File: src/rtl/mbist_pkg.sv
package mbist_pkg;

  localparam int ELEM_W = 3;
  localparam logic [ELEM_W-1:0] FIRST_ELEM = 3'd1;
  localparam logic [ELEM_W-1:0] LAST_ELEM  = 3'd6;

  typedef enum logic [1:0] {
    ST_IDLE,
    ST_RUN,
    ST_DRAIN,
    ST_DONE
  } state_e;

  typedef struct packed {
    logic rd;    // element contains a read
    logic wr;    // element contains a write
    logic rbg;   // expected read background
    logic wbg;   // written background
    logic down;  // descending address order
  } elem_t;

  function automatic elem_t elem_info(logic [ELEM_W-1:0] e);
    elem_t r;
    r = '0;
    case (e)
      3'd1: r = '{rd: 1'b0, wr: 1'b1, rbg: 1'b0, wbg: 1'b0, down: 1'b0};
      3'd2: r = '{rd: 1'b1, wr: 1'b1, rbg: 1'b0, wbg: 1'b1, down: 1'b0};
      3'd3: r = '{rd: 1'b1, wr: 1'b1, rbg: 1'b1, wbg: 1'b0, down: 1'b0};
      3'd4: r = '{rd: 1'b1, wr: 1'b1, rbg: 1'b0, wbg: 1'b1, down: 1'b1};
      3'd5: r = '{rd: 1'b1, wr: 1'b1, rbg: 1'b1, wbg: 1'b0, down: 1'b1};
      3'd6: r = '{rd: 1'b1, wr: 1'b0, rbg: 1'b0, wbg: 1'b0, down: 1'b0};
      default: r = '0;
    endcase
    return r;
  endfunction

  function automatic logic elem_is_down(logic [ELEM_W-1:0] e);
    return (e == 3'd4) || (e == 3'd5);
  endfunction

endpackage

File: src/rtl/mbist_addr_gen.sv
module mbist_addr_gen #(
  parameter int ADDR_W = 4
) (
  input  logic              clk_i,
  input  logic              rst_ni,
  input  logic              load_i,
  input  logic              load_down_i,
  input  logic              step_i,
  input  logic              down_i,
  output logic [ADDR_W-1:0] addr_o,
  output logic              last_o
);

  localparam logic [ADDR_W-1:0] ADDR_TOP = '1;

  logic [ADDR_W-1:0] addr_q;

  always_ff @(posedge clk_i or negedge rst_ni) begin
    if (!rst_ni) begin
      addr_q <= '0;
    end else if (load_i) begin
      addr_q <= load_down_i ? ADDR_TOP : '0;
    end else if (step_i) begin
      addr_q <= down_i ? addr_q - 1'b1 : addr_q + 1'b1;
    end
  end

  assign addr_o = addr_q;
  assign last_o = down_i ? (addr_q == '0) : (addr_q == ADDR_TOP);

  // the controller must switch elements instead of wrapping the counter
  a_r3_no_wrap: assert property (@(posedge clk_i) disable iff (!rst_ni)
    step_i |-> !last_o);

  a_r3_load_step_excl: assert property (@(posedge clk_i) disable iff (!rst_ni)
    !(load_i && step_i));

endmodule

File: src/rtl/mbist_cmp.sv
module mbist_cmp #(
  parameter int ADDR_W = 4,
  parameter int DATA_W = 8,
  parameter int ELEM_W = 3
) (
  input  logic              clk_i,
  input  logic              rst_ni,
  input  logic              clr_i,
  input  logic              issue_i,
  input  logic              exp_bg_i,
  input  logic [ELEM_W-1:0] elem_i,
  input  logic [ADDR_W-1:0] addr_i,
  input  logic [DATA_W-1:0] rdata_i,
  output logic              fail_o,
  output logic [ELEM_W-1:0] fail_elem_o,
  output logic [ADDR_W-1:0] fail_addr_o
);

  logic              pend_q;
  logic              bg_q;
  logic [ELEM_W-1:0] elem_p_q;
  logic [ADDR_W-1:0] addr_p_q;
  logic              fail_q;
  logic [ELEM_W-1:0] fail_elem_q;
  logic [ADDR_W-1:0] fail_addr_q;
  logic              mismatch;

  // read issued last cycle: capture its context, data arrives now
  always_ff @(posedge clk_i or negedge rst_ni) begin
    if (!rst_ni) begin
      pend_q   <= 1'b0;
      bg_q     <= 1'b0;
      elem_p_q <= '0;
      addr_p_q <= '0;
    end else begin
      pend_q   <= issue_i;
      bg_q     <= exp_bg_i;
      elem_p_q <= elem_i;
      addr_p_q <= addr_i;
    end
  end

  assign mismatch = pend_q && (rdata_i != {DATA_W{bg_q}});

  always_ff @(posedge clk_i or negedge rst_ni) begin
    if (!rst_ni) begin
      fail_q      <= 1'b0;
      fail_elem_q <= '0;
      fail_addr_q <= '0;
    end else if (clr_i) begin
      fail_q      <= 1'b0;
      fail_elem_q <= '0;
      fail_addr_q <= '0;
    end else if (mismatch && !fail_q) begin
      fail_q      <= 1'b1;
      fail_elem_q <= elem_p_q;
      fail_addr_q <= addr_p_q;
    end
  end

  assign fail_o      = fail_q;
  assign fail_elem_o = fail_elem_q;
  assign fail_addr_o = fail_addr_q;

  a_r6_sticky: assert property (@(posedge clk_i) disable iff (!rst_ni)
    (fail_q && !clr_i) |=> (fail_q && $stable(fail_elem_q) && $stable(fail_addr_q)));

  a_r6_elem_valid: assert property (@(posedge clk_i) disable iff (!rst_ni)
    fail_q |-> (fail_elem_q != '0));

  a_r9_clear: assert property (@(posedge clk_i) disable iff (!rst_ni)
    clr_i |=> !fail_q);

endmodule

File: src/rtl/mbist_scan.sv
module mbist_scan #(
  parameter int W = 8
) (
  input  logic         clk_i,
  input  logic         rst_ni,
  input  logic         en_i,
  input  logic         shift_i,
  input  logic [W-1:0] par_i,
  output logic         so_o
);

  logic [W-1:0] sh_q;

  always_ff @(posedge clk_i or negedge rst_ni) begin
    if (!rst_ni) begin
      sh_q <= '0;
    end else if (!en_i) begin
      sh_q <= par_i;
    end else if (shift_i) begin
      sh_q <= {sh_q[W-2:0], 1'b0};
    end
  end

  assign so_o = sh_q[W-1];

  a_r8_hold: assert property (@(posedge clk_i) disable iff (!rst_ni)
    (en_i && !shift_i) |=> $stable(so_o));

  a_r8_shift_next: assert property (@(posedge clk_i) disable iff (!rst_ni)
    (en_i && shift_i) |=> (so_o == $past(sh_q[W-2])));

endmodule

File: src/rtl/mbist_ctrl.sv
module mbist_ctrl
  import mbist_pkg::*;
#(
  parameter int ADDR_W = 4,
  parameter int DATA_W = 8
) (
  input  logic              clk_i,
  input  logic              rst_ni,
  input  logic              start_i,
  output logic              busy_o,
  output logic              done_o,
  input  logic              inj_we_i,
  input  logic [DATA_W-1:0] inj_mask_i,
  output logic [ADDR_W-1:0] mem_addr_o,
  output logic [DATA_W-1:0] mem_wdata_o,
  output logic              mem_we_o,
  output logic              mem_re_o,
  input  logic [DATA_W-1:0] mem_rdata_i,
  input  logic              scan_en_i,
  input  logic              scan_clk_en_i,
  output logic              scan_o
);

  localparam int SCAN_W = 1 + ELEM_W + ADDR_W;

  state_e            state_q, state_d;
  logic [ELEM_W-1:0] elem_q, elem_d, elem_nx;
  logic              phase_q, phase_d;
  logic [DATA_W-1:0] mask_q;
  elem_t             cur;

  logic              ag_load, ag_load_down, ag_step, ag_last;
  logic [ADDR_W-1:0] addr;
  logic              op_rd, op_wr, both, adv, clr;
  logic              fail;
  logic [ELEM_W-1:0] fail_elem;
  logic [ADDR_W-1:0] fail_addr;

  assign cur     = elem_info(elem_q);
  assign elem_nx = elem_q + 1'b1;
  assign both    = cur.rd && cur.wr;

  always_comb begin
    state_d      = state_q;
    elem_d       = elem_q;
    phase_d      = phase_q;
    ag_load      = 1'b0;
    ag_load_down = 1'b0;
    ag_step      = 1'b0;
    clr          = 1'b0;
    op_rd        = 1'b0;
    op_wr        = 1'b0;
    adv          = 1'b0;
    case (state_q)
      ST_IDLE, ST_DONE: begin
        if (start_i) begin
          state_d = ST_RUN;
          elem_d  = FIRST_ELEM;
          phase_d = 1'b0;
          ag_load = 1'b1;
          clr     = 1'b1;
        end
      end
      ST_RUN: begin
        op_rd = cur.rd && !phase_q;
        op_wr = cur.wr && (phase_q || !cur.rd);
        adv   = both ? phase_q : 1'b1;
        if (both) phase_d = !phase_q;
        if (adv) begin
          if (ag_last) begin
            if (elem_q == LAST_ELEM) begin
              state_d = ST_DRAIN;
            end else begin
              elem_d       = elem_nx;
              ag_load      = 1'b1;
              ag_load_down = elem_is_down(elem_nx);
            end
          end else begin
            ag_step = 1'b1;
          end
        end
      end
      ST_DRAIN: state_d = ST_DONE;
      default:  state_d = ST_IDLE;
    endcase
  end

  always_ff @(posedge clk_i or negedge rst_ni) begin
    if (!rst_ni) begin
      state_q <= ST_IDLE;
      elem_q  <= '0;
      phase_q <= 1'b0;
    end else begin
      state_q <= state_d;
      elem_q  <= elem_d;
      phase_q <= phase_d;
    end
  end

  always_ff @(posedge clk_i or negedge rst_ni) begin
    if (!rst_ni)       mask_q <= '0;
    else if (inj_we_i) mask_q <= inj_mask_i;
  end

  mbist_addr_gen #(.ADDR_W(ADDR_W)) u_addr (
    .clk_i       (clk_i),
    .rst_ni      (rst_ni),
    .load_i      (ag_load),
    .load_down_i (ag_load_down),
    .step_i      (ag_step),
    .down_i      (cur.down),
    .addr_o      (addr),
    .last_o      (ag_last)
  );

  mbist_cmp #(.ADDR_W(ADDR_W), .DATA_W(DATA_W), .ELEM_W(ELEM_W)) u_cmp (
    .clk_i       (clk_i),
    .rst_ni      (rst_ni),
    .clr_i       (clr),
    .issue_i     (op_rd),
    .exp_bg_i    (cur.rbg),
    .elem_i      (elem_q),
    .addr_i      (addr),
    .rdata_i     (mem_rdata_i),
    .fail_o      (fail),
    .fail_elem_o (fail_elem),
    .fail_addr_o (fail_addr)
  );

  mbist_scan #(.W(SCAN_W)) u_scan (
    .clk_i   (clk_i),
    .rst_ni  (rst_ni),
    .en_i    (scan_en_i),
    .shift_i (scan_clk_en_i),
    .par_i   ({fail, fail_elem, fail_addr}),
    .so_o    (scan_o)
  );

  assign mem_addr_o  = addr;
  assign mem_we_o    = op_wr;
  assign mem_re_o    = op_rd;
  assign mem_wdata_o = op_wr ? ({DATA_W{cur.wbg}} ^ mask_q) : '0;
  assign busy_o      = (state_q == ST_RUN) || (state_q == ST_DRAIN);
  assign done_o      = (state_q == ST_DONE);

  a_r3_one_op: assert property (@(posedge clk_i) disable iff (!rst_ni)
    !(mem_we_o && mem_re_o));

  a_r4_done_quiet: assert property (@(posedge clk_i) disable iff (!rst_ni)
    done_o |-> (!mem_we_o && !mem_re_o && !busy_o));

  a_r2_start_ignored: assert property (@(posedge clk_i) disable iff (!rst_ni)
    (state_q == ST_RUN && start_i) |=> busy_o);

  a_r4_done_after_drain: assert property (@(posedge clk_i) disable iff (!rst_ni)
    $rose(done_o) |-> $past(state_q == ST_DRAIN));

endmodule

File: config.mk
export PLATFORM = sky130hd
export DESIGN_NAME = mbist_ctrl
export DESIGN_NICKNAME = d
export VERILOG_FILES = /design/src/rtl/mbist_pkg.sv /design/src/rtl/mbist_addr_gen.sv /design/src/rtl/mbist_cmp.sv /design/src/rtl/mbist_scan.sv /design/src/rtl/mbist_ctrl.sv
export SDC_FILE = /design/constraint.sdc
export NUM_CORES = 1
export LEC_CHECK = 0
export ABC_AREA = 1
export BUFFER_PORTS_ARGS = -buffer_cell sky130_fd_sc_hd__buf_2
export CELL_PAD_IN_SITES_DETAIL_PLACEMENT = 1
export CELL_PAD_IN_SITES_GLOBAL_PLACEMENT = 2
export CORE_UTILIZATION = 29
export CTS_CLUSTER_SIZE = 14
export DETAILED_ROUTE_END_ITERATION = 10
export GPL_TIMING_DRIVEN = 0
export PLACE_DENSITY_LB_ADDON = 0.25
export SYNTH_ARGS = -nofsm -noshare
export SYNTH_HDL_FRONTEND = slang
export SYNTH_SLANG_ARGS = --single-unit
File: constraint.sdc
create_clock -name clk_i -period 1.88 [get_ports clk_i]
set_input_delay 0.282 -clock clk_i [delete_from_list [all_inputs] [get_ports clk_i]]
set_output_delay 0.282 -clock clk_i [all_outputs]
set_load 0.05 [all_outputs]
After elaboration in Yosys (flattened, before gate mapping)
Index checks and enable logic that the tools add are counted.

Register bits: 43. Input bits: 22. Output and inout bits: 17. Word-level logic and storage cells: 101.

$add $sub $neg: 3. Eq/ne operators: 20. Multiplexer cells: 44. Bitwise gates (word level): 1. Reduce and logical (&&, ||, !) cells: 20.

Operators with widths (count): $pmux 5 s6 (1); $mux 4 (6); $mux 8 (3); $mux 1 (20); $mux 3 (6); $eq 3x3->1 const B (5); $ne 2x2->1 const B (6); $mux 2 (4); $ne 8x8->1 (1); $xor 8x8->8 (1); $eq 3x2->1 const B (2); $pmux 2 s3 (1); $pmux 3 s2 (1); $reduce_bool 2->1 (3); $logic_and 1x1->1 (5); $reduce_and 5->1 (1); $add 4x1->4 const B (1); $eq 2x2->1 const B (2); $eq 4x4->1 const B (1); $logic_not 4->1 (1); $pmux 1 s2 (2); $reduce_and 4->1 (1); $sub 4x1->4 const B (1); $add 3x1->3 const B (1); 8 further kinds (12).

Logic depth before layout (Yosys ltp)
Depth after elaboration: 9. Gate-level depth with buffers: 13.

Hierarchy
Synthesis repeated with hierarchy kept, for this count alone.

Cells, all modules: 300. Area total of the unflattened synthesis: 2426.1 µm².

By module, submodules not included: mbist_ctrl (times used 1, cells an instance 145, area each 1036.0 µm², seq. area each 350.3 µm²); mbist_cmp (times used 1, cells an instance 66, area each 675.6 µm², seq. area each 425.4 µm²); mbist_scan (times used 1, cells an instance 44, area each 389.1 µm², seq. area each 200.2 µm²); mbist_addr_gen (times used 1, cells an instance 45, area each 325.3 µm², seq. area each 100.1 µm²).

Worst setup path before layout
No wires, ideal clock.

Kind: register to output. From: reg elem_q[0]. To: out mem_wdata_o[0]. Arrival: 3299 ps. Data required time: 1598 ps. Setup slack: -1701 ps. Stages on the path, launching flop included: 10. Buffers on the path: 0. Cells stage by stage: dfrtp_1 ha_1 ha_1 nor2_1 nand3_1 nand2_1 inv_1 nor3_1 inv_1 nor2_1.

Cells in the longest elaborated chain, start to end: 7.

RTL lines: start, declared (RTL line mbist_ctrl.sv:27) `logic [ELEM_W-1:0] elem_q, elem_d, elem_nx;`; start signal, assigned (RTL line mbist_ctrl.sv:95) `elem_q <= elem_d;`; $eq 3x3->1, or another cell as far along (RTL line mbist_pkg.sv:25) `case (e)`; $pmux 5 s6 (*) (RTL line mbist_pkg.sv:25); $logic_not 1->1 (RTL line mbist_ctrl.sv:66) `op_wr = cur.wr && (phase_q || !cur.rd);`; $logic_or 1x1->1 (RTL line mbist_ctrl.sv:66); $logic_and 1x1->1 (*) (RTL line mbist_ctrl.sv:66); $mux 1 (*) (RTL line mbist_ctrl.sv:54) `case (state_q)`; named net mem_we_o (RTL line mbist_ctrl.sv:16) `output logic mem_we_o,`; $mux 8 (*) (RTL line mbist_ctrl.sv:142) `assign mem_wdata_o = op_wr ? ({DATA_W{cur.wbg}} ^ mask_q) : '0;`; end, declared (RTL line mbist_ctrl.sv:15) `output logic [DATA_W-1:0] mem_wdata_o,`.

Mark *: on every way through the listed nets, which the timed path passes. The rest lies on a longest branch.

Worst setup path in the final report
From: reg elem_q[1]. To: out mem_wdata_o[0].

Cells in the longest elaborated chain, start to end: 7.

RTL lines (RTL line): $eq 3x3->1, or another cell as far along (mbist_pkg.sv:25); $pmux 5 s6 (*) (mbist_pkg.sv:25); $logic_not 1->1 (mbist_ctrl.sv:66); $logic_or 1x1->1 (mbist_ctrl.sv:66); $logic_and 1x1->1 (mbist_ctrl.sv:66); $mux 1 (mbist_ctrl.sv:54); $mux 8 (*) (mbist_ctrl.sv:142).

Mark *: on every way between the ends. The rest lies on a longest branch, timed or not.

==> metrics.sh <==
FINALHOLDVIOLATIONS=0
END_KIND='output pin'
HOLDCRITPATHCLASS='in2async'
SYNTH_FLOP_CELL='dfrtp_1'
MAX_CLOCK_FREQ_MHz=416
CRITPATHREQUIREDTIME_NS=1.60
VIA_COUNT=1968
DRT_FIRST_ITER_VIOLATIONS=61
CLOCK_SINK_COUNT=43
SYNTH-EDFF-COUNT=0
FINISH.CELL_COUNT_WITHOUT_FILLERS=428
SYN-CELL-AREA_MM2=0.00224
AVG_WL_PER_CELL_UM=13.1
DETAIL_ROUTE.VIAS_PER_CELL=4.60
DETAILEDROUTE.FIRSTPASSITERATIONCOUNT=4
CAP_VIOL_MAX_COUNT=0
CRITICAL_PATH.REG2REG.STARTPOINT='elem_q[1]$_DFFE_PN0P_'
DIE_WIDTH_UM=89.9
WORST_PIN_SLEW_NS=0.988
ROWS=31
SEQCELLAREA_MM2=0.00108
MOSTFREQUENTLAYOUTCELL='nand2_1'
FINAL.MIN_CLOCK_PERIOD_NS=2.40
SYNTH.NET_COUNT=310
SYNTHTOLAYOUTAREAGROWTH_PCT=33.5
NUMBER_OF_GLOBAL_ROUTE_VIAS_BEFORE_REPAIR=2111
REG2REG_SETUP_SLACK_NS=-0.04
VIOLATIONS='negative setup slack'
BOUNDARYPINS=39
CLK_ROOT_BUFFER_CELL='clkbuf_8'
CRIT_PATH_MAX_FANOUT=8
CELLLEAKAGEPOWER_nW=1.53
ANTENNA_LEFT=0
CTS_BUFFER_DEPTH=2
DP.CELLS=411
FINALNETCOUNT=364
BUFFERS_ON_PORTS=38
IR_DROP_mV=0.652
ASYNC_RESET_FF_SHARE_PCT=100
DPL-INSTANCE-AREA_MM2=0.00261
CLKSLEWWORSTSETUPHOLDPATHS_NS=0.09
PLACE.GP.CONGESTION=0.722
FINAL_AREA_MM2=0.00299
TOTAL_GLOBAL_ROUTING_OVERFLOW=0
YOSYS.CELL_TYPES.COUNT=20
SEQ_AREA_FRAC_SYNTH_PCT=48.0
FILL_CELLS=897
RSZ_0062_RAISED_AFTER_GLOBAL_ROUTING='true'
GRT_FIRST_PASS_WIRELENGTH_MM=9.83
GRT_START_MAX_NET_PINS=44
MULTI_INPUT_COMB_AREA_MM2=0.00119
CRIT_TYPE='reg2out'
PLACE_HPWL_MM=4.03
GRT_UTIL_ALL_LAYERS_PCT=14.9
MAX_H_TREE_LEVEL=2
YOSYS_WARN_COUNT=0
SETUP_WS_NS=-0.523
TRITONCTS='built'
FINAL_MIN_PERIOD_OVER_CLOCK_PERIOD_PCT=128
YS_SEQ_ELEMENTS=43
POST_CTS_HOLD_BUFFER_COUNT=0
SYNTH_AREA_PER_CELL_UM2=8.18
INSERTEDDIODECOUNT=0
DIE_H_UM=89.9
FINAL-MAX-SLEW-VIOLATION-COUNT=0
TOTALPOWERFINAL_mW=4.99
POST_SYNTH_INST_COUNT=274
ANTENNA_FOUND_INITIAL=0
DRIVE_ABOVE_1_SHARE_PCT=27.7
TIMING.CRITICAL_PATH.ARRIVAL_NS=2.12
POWER_PER_CELL_AREA_mW_PER_MM2=1670
SETUP_VIOL=14
FIN_SKEW_NS=0.00603
WORSTSKEWPAIRLATENCY_NS=0.30
FLOORPLAN_DIE_AREA_MM2=0.00809
STARTING_DENSITY_PCT=30.4
CORE-AREA_MM2=0.00737
RUN_STATUS='finished, violations left'
DRT_DRC_VIOLATIONS_LEFT=0
RELSLEWSLACK_PCT=34.2
TOTALWIRELENGTH_MM=5.62
CRITPATHLAUNCHTYPE='flip-flop'
TIMING.RR.END='elem_q[0]$_DFFE_PN0P_'
REG2REGPATHDEPTH=13
FIN_SETUP_TNS_NS=-4.83
NUMBER_OF_BUFFERS_ADDED_BY_THE_CLOCK_TREE_SYNTHESIS_STEP=5
FINAL_CELL_MIX='nand2_1 (71), dfrtp_1 (40), inv_1 (33), nand3_1 (30), buf_2 (28)'
repair_timing:
action                                  CTS  global route
endpoints found under the setup margin   20            27
buffers inserted                          6             3
pin swaps                                 9             0
gates resized for setup                  51            12
per-stage QoR:
| step | setup WS, ns | hold WS (ns) | util, % |
|---|---|---|---|
| floorplan | -0.575 | -0.0136 | - |
| global placement | -0.360 | 0.456 | 35.4 |
| detailed placement | -0.360 | 0.460 | 35.4 |
| CTS | -0.541 | 0.173 | 40.0 |
| global route | -0.623 | 0.194 | 40.6 |
| finish | -0.523 | 0.145 | 40.6 |
cell usage after synthesis (all sizes together), types with 2 or more instances:
master	instances	share of area, %
clkbuf	2	0.33
dfrtp	43	48
ha	13	7.3
inv	38	6.4
nand2	79	14
nand3	31	6.9
nand4	6	1.7
nor2	23	3.9
nor3	3	0.67
o211ai	4	1.3
o21ai	15	3.3
xnor2	3	1.2
xor2	8	3.1
layout make-up:
| cell class | count | share of cell area (%) |
|---|---|---|
| sequential | 43 | 36.1 |
| multi-input combinational | 191 | 39.7 |
| tap | 99 | 4.14 |
| inverter | 38 | 4.93 |
| timing repair buffer | 47 | 11.1 |
| clock buffer | 5 | 2.30 |
| clock inverter | 3 | 1.46 |
| buffer | 2 | 0.293 |
where the power goes:
group / switching [mW] / internal (mW)
Clock: 0.336 / 0.396
Combinational: 1.83 / 0.971
Sequential: 0.233 / 1.23
Total: 2.40 / 2.59
sequential cells by signal, summed over array words and instances (netlist names):
| register | cells |
|---|---|
| u_cmp.addr_p_q | 4 |
| u_cmp.fail_o | 1 |
| u_scan.sh_q | 8 |
| u_cmp.elem_p_q | 3 |
| u_addr.addr_o | 4 |
| u_cmp.pend_q | 1 |
| state_q | 2 |
| u_cmp.fail_elem_o | 3 |
| phase_q | 1 |
| u_cmp.bg_q | 1 |
| mask_q | 8 |
| u_cmp.fail_addr_o | 4 |
| elem_q | 3 |
how the worst max path moves through the flow:
stage	from	to	slack, ns	cells after the start
after floorplan	elem_q[0]$_DFFE_PN0P_	mem_wdata_o[0]	-0.58	9
after global placement	elem_q[0]$_DFFE_PN0P_	mem_wdata_o[1]	-0.36	10
after detailed placement	elem_q[0]$_DFFE_PN0P_	mem_wdata_o[1]	-0.36	10
after CTS	elem_q[0]$_DFFE_PN0P_	mem_wdata_o[0]	-0.54	10
after global routing	elem_q[0]$_DFFE_PN0P_	mem_wdata_o[3]	-0.62	7
final	elem_q[1]$_DFFE_PN0P_	mem_wdata_o[0]	-0.52	10
critical path, cell delays in order, from the launching register on:
cell	delay, ns
dfrtp_2	0.47
ha_4	0.19
ha_4	0.16
nor2_4	0.07
nand3_2	0.09
nand2_2	0.08
inv_2	0.05
nor3_4	0.28
inv_6	0.14
nor2_4	0.13
buf_6	0.16
cell families (layout without fill, tap and decap cells):
logic type | after synthesis | count (layout) | synth area share, %
buffers and inverters | 40 | 95 | 6.70
AND/OR/NAND/NOR | 142 | 142 | 26.7
adder cells (fa/ha/maj) | 14 | 14 | 8.15
XOR/XNOR | 11 | 11 | 4.30
flip-flops | 43 | 43 | 48.0
AO/OA/AOI/OAI | 24 | 24 | 6.19
per-layer routing:
layer / vias to the layer above / wire length [um] / share of wire, % / track usage (%)
li1: 981 / - / - / -
met1: 968 / 2580 / 46 / 18.3
met2: 12 / 2870 / 51 / 26.6
met3: 7 / 95 / 1.7 / 2.54
met4: 0 / 70 / 1.2 / 4.44
met5: - / 0 / 0 / 0
(Power assumes the default switching activity.)
